<file path="src/rtl/ahdlc_pkg.sv">
package ahdlc_pkg;

    localparam logic [7:0]  FLAG_OCTET = 8'h7E;
    localparam logic [7:0]  ESC_OCTET  = 8'h7D;
    localparam logic [7:0]  ESC_FLIP   = 8'h20;
    localparam logic [15:0] CRC_SEED   = 16'hFFFF;
    localparam logic [15:0] CRC_MAGIC  = 16'hF0B8;
    localparam logic [15:0] CRC_POLY_R = 16'h8408;

    typedef enum logic [1:0] {
        TK_NONE,
        TK_DATA,
        TK_FLAG,
        TK_ABORT
    } tok_kind_e;

    typedef struct packed {
        tok_kind_e  kind;
        logic [7:0] octet;
    } tok_t;

    typedef struct packed {
        logic crc_bad;
        logic too_short;
        logic aborted;
        logic line_fault;
    } fstat_t;

    typedef enum logic {
        FS_HUNT,
        FS_OPEN
    } frame_state_e;

    function automatic logic [15:0] crc_step(input logic [15:0] cur, input logic [7:0] oct);
        logic [15:0] r;
        r = cur ^ {8'h00, oct};
        for (int i = 0; i < 8; i++) begin
            r = r[0] ? ((r >> 1) ^ CRC_POLY_R) : (r >> 1);
        end
        return r;
    endfunction

endpackage

</file>
<file path="src/rtl/ahdlc_unescape.sv">
module ahdlc_unescape
    import ahdlc_pkg::*;
#(
    parameter int MAP_W = 32
) (
    input  logic             clk,
    input  logic             rst,
    input  logic             acc_valid,
    input  logic [7:0]       acc_octet,
    input  logic [MAP_W-1:0] noise_map,
    input  logic             flush,
    output tok_t             tok,
    output logic             esc_pending
);
    localparam int         IDX_W   = $clog2(MAP_W);
    localparam logic [8:0] MAP_LIM = 9'(MAP_W);

    logic esc_q, esc_d;
    logic is_ctrl, is_noise;

    assign is_ctrl  = ({1'b0, acc_octet} < MAP_LIM);
    assign is_noise = is_ctrl && noise_map[acc_octet[IDX_W-1:0]];

    always_comb begin
        tok.kind  = TK_NONE;
        tok.octet = acc_octet;
        esc_d     = esc_q;
        if (flush) begin
            esc_d = 1'b0;
        end else if (acc_valid) begin
            if (acc_octet == FLAG_OCTET) begin
                tok.kind = esc_q ? TK_ABORT : TK_FLAG;
                esc_d    = 1'b0;
            end else if (is_noise) begin
                tok.kind = TK_NONE;
            end else if (esc_q) begin
                tok.kind  = TK_DATA;
                tok.octet = acc_octet ^ ESC_FLIP;
                esc_d     = 1'b0;
            end else if (acc_octet == ESC_OCTET) begin
                esc_d = 1'b1;
            end else begin
                tok.kind = TK_DATA;
            end
        end
    end

    always_ff @(posedge clk) begin
        if (rst) esc_q <= 1'b0;
        else     esc_q <= esc_d;
    end

    assign esc_pending = esc_q;

endmodule

</file>
<file path="src/rtl/ahdlc_crc16.sv">
module ahdlc_crc16
    import ahdlc_pkg::*;
(
    input  logic        clk,
    input  logic        rst,
    input  logic        clear,
    input  logic        advance,
    input  logic [7:0]  octet,
    output logic [15:0] crc
);
    logic [15:0] crc_q;

    always_ff @(posedge clk) begin
        if (rst || clear) crc_q <= CRC_SEED;
        else if (advance) crc_q <= crc_step(crc_q, octet);
    end

    assign crc = crc_q;

endmodule

</file>
<file path="src/rtl/ahdlc_frame_ctl.sv">
module ahdlc_frame_ctl
    import ahdlc_pkg::*;
#(
    parameter int CNT_W   = 16,
    parameter int MIN_LEN = 4
) (
    input  logic        clk,
    input  logic        rst,
    input  tok_t        tok,
    input  logic        line_err,
    input  logic        esc_pending,
    input  logic [15:0] crc,
    output logic        crc_clear,
    output logic        crc_adv,
    output logic        o_valid,
    output logic [7:0]  o_octet,
    output logic        o_sof,
    output logic        o_eof,
    output fstat_t      o_stat
);
    localparam logic [CNT_W-1:0] LEN_MIN = CNT_W'(MIN_LEN);
    localparam logic [CNT_W-1:0] CNT_TOP = '1;

    frame_state_e     st_q, st_d;
    logic [CNT_W-1:0] cnt_q, cnt_d;
    logic             v_d, sof_d, eof_d;
    logic [7:0]       oct_d;
    fstat_t           stat_d;

    always_comb begin
        st_d      = st_q;
        cnt_d     = cnt_q;
        v_d       = 1'b0;
        sof_d     = 1'b0;
        eof_d     = 1'b0;
        oct_d     = tok.octet;
        stat_d    = '0;
        crc_clear = 1'b0;
        crc_adv   = 1'b0;
        if (line_err) begin
            if (st_q == FS_OPEN && (cnt_q != '0 || esc_pending)) begin
                eof_d             = 1'b1;
                stat_d.line_fault = 1'b1;
            end
            st_d  = FS_HUNT;
            cnt_d = '0;
        end else begin
            unique case (tok.kind)
                TK_FLAG: begin
                    if (st_q == FS_OPEN && cnt_q != '0) begin
                        eof_d            = 1'b1;
                        stat_d.crc_bad   = (crc != CRC_MAGIC);
                        stat_d.too_short = (cnt_q < LEN_MIN);
                    end
                    st_d      = FS_OPEN;
                    cnt_d     = '0;
                    crc_clear = 1'b1;
                end
                TK_ABORT: begin
                    if (st_q == FS_OPEN) begin
                        eof_d          = 1'b1;
                        stat_d.aborted = 1'b1;
                    end
                    st_d  = FS_HUNT;
                    cnt_d = '0;
                end
                TK_DATA: begin
                    if (st_q == FS_OPEN) begin
                        v_d     = 1'b1;
                        sof_d   = (cnt_q == '0);
                        crc_adv = 1'b1;
                        if (cnt_q != CNT_TOP) cnt_d = cnt_q + 1'b1;
                    end
                end
                default: begin
                end
            endcase
        end
    end

    always_ff @(posedge clk) begin
        if (rst) begin
            st_q    <= FS_HUNT;
            cnt_q   <= '0;
            o_valid <= 1'b0;
            o_sof   <= 1'b0;
            o_eof   <= 1'b0;
            o_octet <= '0;
            o_stat  <= '0;
        end else begin
            st_q    <= st_d;
            cnt_q   <= cnt_d;
            o_valid <= v_d;
            o_sof   <= sof_d;
            o_eof   <= eof_d;
            o_octet <= v_d ? oct_d : 8'h00;
            o_stat  <= stat_d;
        end
    end

endmodule

</file>
<file path="src/rtl/ahdlc_rx_deframer.sv">
module ahdlc_rx_deframer
    import ahdlc_pkg::*;
#(
    parameter int MAP_W   = 32,
    parameter int CNT_W   = 16,
    parameter int MIN_LEN = 4
) (
    input  logic             clk,
    input  logic             rst,
    input  logic             in_valid,
    input  logic             in_idle,
    input  logic [7:0]       in_byte,
    input  logic             err_framing,
    input  logic             err_overrun,
    input  logic             err_break,
    input  logic             carrier_lost,
    input  logic [MAP_W-1:0] rx_map,
    output logic             out_valid,
    output logic [7:0]       out_byte,
    output logic             out_sof,
    output logic             out_eof,
    output logic             out_crc_err,
    output logic             out_short,
    output logic             out_abort,
    output logic             out_line_err
);
    logic        acc_valid;
    logic        line_err;
    tok_t        tok;
    logic        esc_pending;
    logic        crc_clear, crc_adv;
    logic [15:0] crc;
    fstat_t      stat;

    assign acc_valid = in_valid && !in_idle;
    assign line_err  = err_framing || err_overrun || err_break || carrier_lost;

    ahdlc_unescape #(.MAP_W(MAP_W)) u_unesc (
        .clk         (clk),
        .rst         (rst),
        .acc_valid   (acc_valid),
        .acc_octet   (in_byte),
        .noise_map   (rx_map),
        .flush       (line_err),
        .tok         (tok),
        .esc_pending (esc_pending)
    );

    ahdlc_crc16 u_crc (
        .clk     (clk),
        .rst     (rst),
        .clear   (crc_clear),
        .advance (crc_adv),
        .octet   (tok.octet),
        .crc     (crc)
    );

    ahdlc_frame_ctl #(.CNT_W(CNT_W), .MIN_LEN(MIN_LEN)) u_ctl (
        .clk         (clk),
        .rst         (rst),
        .tok         (tok),
        .line_err    (line_err),
        .esc_pending (esc_pending),
        .crc         (crc),
        .crc_clear   (crc_clear),
        .crc_adv     (crc_adv),
        .o_valid     (out_valid),
        .o_octet     (out_byte),
        .o_sof       (out_sof),
        .o_eof       (out_eof),
        .o_stat      (stat)
    );

    assign out_crc_err  = stat.crc_bad;
    assign out_short    = stat.too_short;
    assign out_abort    = stat.aborted;
    assign out_line_err = stat.line_fault;

endmodule

</file>
<file path="config.mk">
export PLATFORM = sky130hd
export DESIGN_NAME = ahdlc_rx_deframer
export DESIGN_NICKNAME = d
export VERILOG_FILES = /design/src/rtl/ahdlc_pkg.sv /design/src/rtl/ahdlc_unescape.sv /design/src/rtl/ahdlc_crc16.sv /design/src/rtl/ahdlc_frame_ctl.sv /design/src/rtl/ahdlc_rx_deframer.sv
export SDC_FILE = /design/constraint.sdc
export NUM_CORES = 1
export LEC_CHECK = 0
export ABC_CLOCK_PERIOD_IN_PS = 2400
export BUFFER_PORTS_ARGS = -buffer_cell sky130_fd_sc_hd__buf_2
export CAP_MARGIN = 15
export CELL_PAD_IN_SITES_DETAIL_PLACEMENT = 0
export CELL_PAD_IN_SITES_GLOBAL_PLACEMENT = 1
export CORE_UTILIZATION = 35
export CTS_CLUSTER_DIAMETER = 200
export DETAILED_ROUTE_END_ITERATION = 8
export PLACE_DENSITY = 0.78
export SLEW_MARGIN = 20
export SYNTH_ARGS = -nofsm -noshare
export SYNTH_HDL_FRONTEND = slang
export SYNTH_SLANG_ARGS = --single-unit
</file>
<file path="constraint.sdc">
create_clock -name clk -period 2.4 [get_ports clk]
set_input_delay 0 -clock clk [delete_from_list [all_inputs] [get_ports clk]]
set_output_delay 0 -clock clk [all_outputs]
set_load 0.01 [all_outputs]
</file>
# ---- After elaboration in Yosys (flattened, before gate mapping)
# Cells that the tools add are included.
# Widths: inputs -> output; s select.
dict set report word_totals {
  reg_bits 49
  latch_bits 0
  mem_bits_rw 0
  mem_bits_ro 0
  in_bits 48
  word_cells 103
  memories 0
}
dict set report classes {
  add_sub_neg 1
  mul 0
  div_mod_pow 0
  order_cmp 3
  eq_ne 10
  shift 0
  n_mux 37
  bitwise 17
  n_reduce_logical 23
}
# op count
set ops {}
lappend ops {{$mux 16} 10}
lappend ops {{$ne 16x16->1 const B} 2}
lappend ops {{$pmux 16 s2} 1}
lappend ops {{$not 2->3} 8}
lappend ops {{$mux 10} 2}
lappend ops {{$mux 6} 3}
lappend ops {{$add 16x1->16 const B} 1}
lappend ops {{$eq 8x7->1 const B} 2}
lappend ops {{$logic_not 16->1} 1}
lappend ops {{$lt 16x3->1 const B} 1}
lappend ops {{$reduce_bool 16->1} 1}
lappend ops {{$xor 16x8->16} 1}
lappend ops {{$mux 1} 15}
lappend ops {{$lt 8x6->1 const B} 1}
lappend ops {{$not 1->1} 8}
lappend ops {{$reduce_or 2->1} 4}
lappend ops {{$reduce_or 4->1} 2}
lappend ops {{$lt 5x6->1 const B} 1}
lappend ops {{$mux 2} 3}
lappend ops {{$bmux 1 s5} 1}
lappend ops {{$logic_or 1x1->1} 5}
lappend ops {{$eq 2x2->1 const B} 2}
lappend ops {{$logic_and 1x1->1} 4}
lappend ops {{$ne 2x1->1 const B} 2}
lappend ops {{other kinds (8)} 10}

# ---- Logic depth before layout (Yosys ltp)
dict set report logic_depth {
  ltp_word 24
  ltp_mapped 11
  ltp_nobuf 7
}

# ---- Hierarchy
# A second synthesis with hierarchy kept.
dict set report hier_totals {
  cells_unflattened 306
  area_unflattened_um2 2876.5
}
# module n_inst cells_each area_per_inst_um2 seq_area_each_um2
set by_module_without_submodules {}
lappend by_module_without_submodules {ahdlc_frame_ctl 1 167 1441.4 640.6}
lappend by_module_without_submodules {ahdlc_crc16 1 82 893.4 320.3}
lappend by_module_without_submodules {ahdlc_unescape 1 55 528.0 20.0}
lappend by_module_without_submodules {ahdlc_rx_deframer 1 2 13.8 0.0}

# ---- Worst setup path after synthesis
# OpenSTA, ideal clock, no wires.
dict set report synth_timing {
  kind {flip-flop to flip-flop}
  start {register u_ctl.cnt_q[2]}
  end {register u_ctl.cnt_q[13]}
  setup_ps 115
  t_arrival_ps 1870
  setup_slack_ps 416
  path_stages_with_launch 10
  n_path_buf 2
  cell_sequence {dfxtp_1 and4_1 and2_1 clkbuf_1 nand3_1 o21a_1 a21oi_2 buf_2 nor3_1 o21a_1}
}
dict set report synth_between {
  elab_chain_len 4
  word_cells_on_any_way 7
  classes_between {1 x add/sub; 2 x eq/ne; 3 x mux; 1 x reduce/logical}
}
# element line_no
set synth_lines {}
lappend synth_lines {{from (decl)} ahdlc_frame_ctl.sv:25} ;# logic [CNT_W-1:0] cnt_q, cnt_d;
lappend synth_lines {{from (signal assigned)} ahdlc_frame_ctl.sv:92} ;# cnt_q <= cnt_d;
lappend synth_lines {{$add 16x1->16} ahdlc_frame_ctl.sv:72} ;# if (cnt_q != CNT_TOP) cnt_d = cnt_q + 1'b1;
lappend synth_lines {{$mux 16} ahdlc_frame_ctl.sv:72}
lappend synth_lines {{$mux 16} ahdlc_frame_ctl.sv:68} ;# if (st_q == FS_OPEN) begin
lappend synth_lines {{$pmux 16 s2} ahdlc_frame_ctl.sv:48} ;# unique case (tok.kind)
# Several ways; a longest one is shown, not always the timed one. The select of a mux whose other input is x is not followed.
# A chain may end at the register's enable or synchronous reset.

# ---- Worst setup path in the final report
dict set report layout_timing {
  start {register u_ctl.cnt_q[9]}
  end {register u_ctl.cnt_q[13]}
}
# The elaborated chain is that of the path after synthesis.

==> impl_metrics.prom <==
# TYPE chip_impl_metric gauge
chip_impl_metric{name="synth.ff_latch_count",unit=""} 49
chip_impl_metric{name="syn_inst",unit=""} 297
chip_impl_metric{name="grt_start_max_net_pins",unit=""} 25
chip_impl_metric{name="final_net_count",unit=""} 411
chip_impl_metric{name="first_iter_violations",unit=""} 46
chip_impl_metric{name="mappedNetlistNets",unit=""} 347
chip_impl_metric{name="num_vias",unit=""} 2362
chip_impl_metric{name="dpl-instance-area",unit="sq mm"} 0.003085
chip_impl_metric{name="maxCapViolations",unit=""} 0
chip_impl_metric{name="floorplan.die.width",unit="um"} 89.41
chip_impl_metric{name="p_comb_share",unit="%"} 11.7
chip_impl_info{name="layout.cells.most_common",value="sky130_fd_sc_hd__buf_2"} 1
chip_impl_info{name="outcome",value="complete, no violations"} 1
chip_impl_info{name="crit_chain",value="and3_1 -> and4_1 -> nand3_1 -> o21a_1 -> a21oi_4 -> buf_4 -> nor3_1 -> o21a_1"} 1
chip_impl_metric{name="cts.reportedPaths.clkPinSlew",unit="ns"} 0.09
chip_impl_metric{name="p_int",unit="uW"} 1105
chip_impl_metric{name="worstPathBufferInverterCount",unit=""} 1
chip_impl_metric{name="timing.setup.tns",unit="ns"} 0
chip_impl_metric{name="clock_power_share",unit="%"} 32.9
chip_impl_metric{name="power_leakage",unit="uW"} 0.001295
chip_impl_metric{name="max_stage_delay",unit="ns"} 0.38
chip_impl_metric{name="ys_warn_count",unit=""} 0
chip_impl_metric{name="post_synth_instance_area",unit="sq mm"} 0.002674
chip_impl_metric{name="std_cell_rows",unit=""} 31
chip_impl_metric{name="synthArstFlopShare",unit="%"} 0
chip_impl_metric{name="via_count_of_the_first_global_routing_pass",unit=""} 2280
chip_impl_metric{name="ys_seq_area_share",unit="%"} 36.69
chip_impl_info{name="clock-root-buffer",value="sky130_fd_sc_hd__clkbuf_8"} 1
chip_impl_metric{name="global_route.usage.total",unit="%"} 17.24
chip_impl_metric{name="clock_skew",unit="ns"} 0.01665
chip_impl_info{name="rsz0062_at_grt",value="false"} 1
chip_impl_info{name="cts_tree",value="done"} 1
chip_impl_metric{name="power_switching",unit="uW"} 361.8
chip_impl_info{name="critical_path.most_common_cell",value="sky130_fd_sc_hd__o21a_1"} 1
chip_impl_metric{name="maxSlewHeadroom",unit="%"} 63.12
chip_impl_metric{name="seqPwrFrac",unit="%"} 55.4
chip_impl_metric{name="timing.final.crit_period",unit="ns"} 2.112
chip_impl_info{name="layout.cells.most_common_list",value="sky130_fd_sc_hd__buf_2, sky130_fd_sc_hd__dfxtp_1, sky130_fd_sc_hd__nand2_1"} 1
chip_impl_metric{name="clock_insertion_delay_worst_skew",unit="ns"} 0.30
chip_impl_metric{name="die_height",unit="um"} 89.41
chip_impl_metric{name="fmaxAchievable",unit="GHz"} 0.4735
chip_impl_metric{name="clock_sink_total",unit=""} 49
chip_impl_metric{name="fp.dieArea",unit="sq mm"} 0.007993
chip_impl_metric{name="powerDensity",unit="mW/mm^2"} 458.2
chip_impl_metric{name="post-cts-setup-buffers",unit=""} 0
chip_impl_metric{name="cts-root-to-sink-buffers",unit=""} 2
chip_impl_metric{name="irDropWorstVdd",unit="mV"} 0.2407
chip_impl_metric{name="dp_hpwl",unit="um"} 4853
chip_impl_info{name="grt_most_used_layer",value="met2"} 1
chip_impl_metric{name="slew_viol_final",unit=""} 0
chip_impl_metric{name="netlist-cell-type-count",unit=""} 53
chip_impl_info{name="critical_path.endpoint_type",value="flop"} 1
chip_impl_metric{name="finalPower",unit="uW"} 1467
chip_impl_metric{name="wl_per_cell",unit="um"} 13.50
chip_impl_info{name="tightest_hold_check_type",value="in -> reg"} 1
chip_impl_metric{name="htree_num_levels",unit=""} 2
chip_impl_metric{name="core",unit="sq mm"} 0.007331
chip_impl_metric{name="synth-edff-count",unit=""} 0
chip_impl_metric{name="grt_first_pass_wirelength",unit="um"} 10610
chip_impl_metric{name="gr-usage-met2",unit="%"} 30.40
chip_impl_metric{name="totalWireLength",unit="um"} 6225
chip_impl_metric{name="numCtsBuffers",unit=""} 5
chip_impl_info{name="cpLargestDelayFamily",value="compound AO/OA/AOI/OAI gates"} 1
chip_impl_metric{name="floorplan.io_pins",unit=""} 63
chip_impl_info{name="synth_flop_cell",value="sky130_fd_sc_hd__dfxtp_1"} 1
chip_impl_metric{name="antenna_found_initial",unit=""} 0
chip_impl_metric{name="timing.hold.ws",unit="ns"} 0.02123
chip_impl_metric{name="route.antenna.remaining_nets",unit=""} 0
chip_impl_metric{name="final_hold_viol_count",unit=""} 0
chip_impl_metric{name="drc",unit=""} 0
chip_impl_metric{name="floorplan.initialDensity",unit="%"} 36.47
chip_impl_metric{name="global_route_met3_usage",unit="%"} 3.601
chip_impl_info{name="timing.critical_path.slowest_stage_cell",value="sky130_fd_sc_hd__dfxtp_1"} 1
chip_impl_metric{name="setup_viol",unit=""} 0
chip_impl_metric{name="buffer_ports.inserted",unit=""} 62
chip_impl_metric{name="grt.met1_usage",unit="%"} 21.77
chip_impl_metric{name="final_design_area_no_fill",unit="sq mm"} 0.003201
chip_impl_metric{name="critical_path_peak_fanout",unit=""} 18
chip_impl_metric{name="p_sw_share",unit="%"} 24.67
chip_impl_metric{name="antenna-diode-count",unit=""} 0
chip_impl_metric{name="drt_first_pass_iters",unit=""} 4
chip_impl_metric{name="final_min_period_over_clock_period",unit="%"} 88.00
chip_impl_metric{name="grt.overflow.total",unit=""} 0
chip_impl_info{name="setup.worst_path.start_class",value="flop"} 1
chip_impl_metric{name="area_growth_from_synthesis_to_final_layout",unit="%"} 19.70
chip_impl_metric{name="post_synth.cell_area_avg",unit="sq um"} 9.003
chip_impl_metric{name="arrival",unit="ns"} 2.31
chip_impl_metric{name="required",unit="ns"} 2.60
chip_impl_metric{name="post_drt_via_cell_ratio",unit=""} 5.124
chip_impl_metric{name="place.gp.congestion",unit=""} 0.8493
chip_impl_metric{name="timing_worst_slew_pin_value",unit="ns"} 0.5492
chip_impl_metric{name="final_layout_size_suffix_gt1_share",unit="%"} 25.41
chip_impl_info{name="worstSetupPathType",value="reg -> reg"} 1
-- worst reg2reg max path, delay by kind of cell, from the launching register on --
kind | cells | cell delay (ns)
AO/OA/AOI/OAI | 3 | 0.78
AND/OR/NAND/NOR | 4 | 0.64
flip-flops | 1 | 0.38
buffers and inverters | 1 | 0.23
-- repair_timing --
item                                    4_1_cts  5_1_grt
hold buffers                                  2        0
hold endpoints to repair                      3        0
endpoints found under the setup margin        0        5
resized for setup                             0        1
-- metrics by stage --
| step | std cells | util (%) | setup slack (ns) |
|---|---|---|---|
| 2_1_floorplan | 297 | - | 0.4159 |
| 3_3_place_gp | 451 | 42.09 | 0.1403 |
| 3_5_place_dp | 451 | 42.09 | 0.06623 |
| 4_1_cts | 461 | 43.56 | 0.09849 |
| 5_1_grt | 461 | 43.66 | 0.1045 |
| 6_report | 461 | 43.66 | 0.2881 |
-- power by group through the flow --
stage	clock, uW	combinational [uW]	sequential [uW]
2_1_floorplan	0	109	831
3_3_place_gp	0	167	831
3_5_place_dp	0	169	831
4_1_cts	503	172	812
5_1_grt	541	188	813
6_report	483	172	812
-- registers in the layout, indices dropped and copies added (netlist names) --
| signal | count |
|---|---|
| u_crc.crc | 16 |
| u_ctl.cnt_q | 16 |
| u_ctl.o_eof | 1 |
| u_ctl.o_octet | 8 |
| u_ctl.o_sof | 1 |
| u_ctl.o_stat | 4 |
| u_ctl.o_valid | 1 |
| u_ctl.st_q | 1 |
| u_unesc.esc_pending | 1 |
-- metal layers --
layer,vias to the layer above,routed length (um)
li1,1195,-
met1,1105,2815
met2,60,3107
met3,2,277
met4,0,24
met5,-,0
-- final timing paths --
check / start / to / slack (ns) / depth (start not counted)
max: u_ctl.cnt_q[9] / u_ctl.cnt_q[13] / 0.29 / 8
min: in_byte[4] / u_ctl.o_octet[4] / 0.02 / 2
max reg2reg: u_ctl.cnt_q[9] / u_ctl.cnt_q[13] / 0.29 / 8
min reg2reg: u_ctl.st_q / u_ctl.st_q / 0.47 / 2
-- layout make-up --
type | count | area (sq um)
Fill cell | 741 | 4130
Multi-Input combinational cell | 221 | 1565
Sequential cell | 49 | 980.9
Timing Repair Buffer | 74 | 405.4
Tap cell | 99 | 123.9
Clock buffer | 6 | 72.57
Inverter | 10 | 37.54
Clock inverter | 2 | 15.01
-- logic make-up after synthesis --
family          synth area share (%)
fa+ha+maj                     0.9357
flops                          36.69
buf+inv                        5.054
xor+xnor                       9.827
compound gates                 14.88
simple gates                   24.15
mux                            8.470
-- cells in the mapped netlist (all sizes together), types with 7 or more instances --
library cell / count / area share [%]
o21ai: 10 / 1.9
dfxtp: 49 / 37
nand3: 14 / 2.6
xor2: 12 / 3.9
or3: 11 / 2.6
o211ai: 12 / 3.7
nand2: 27 / 3.8
nor2: 11 / 1.5
mux2i: 8 / 3.0
clkbuf: 7 / 0.98
a21oi: 17 / 3.3
buf: 10 / 2.7
and2: 9 / 2.1
xnor2: 18 / 5.9
inv: 10 / 1.4
Note: power is estimated with default switching activity, not from simulation.
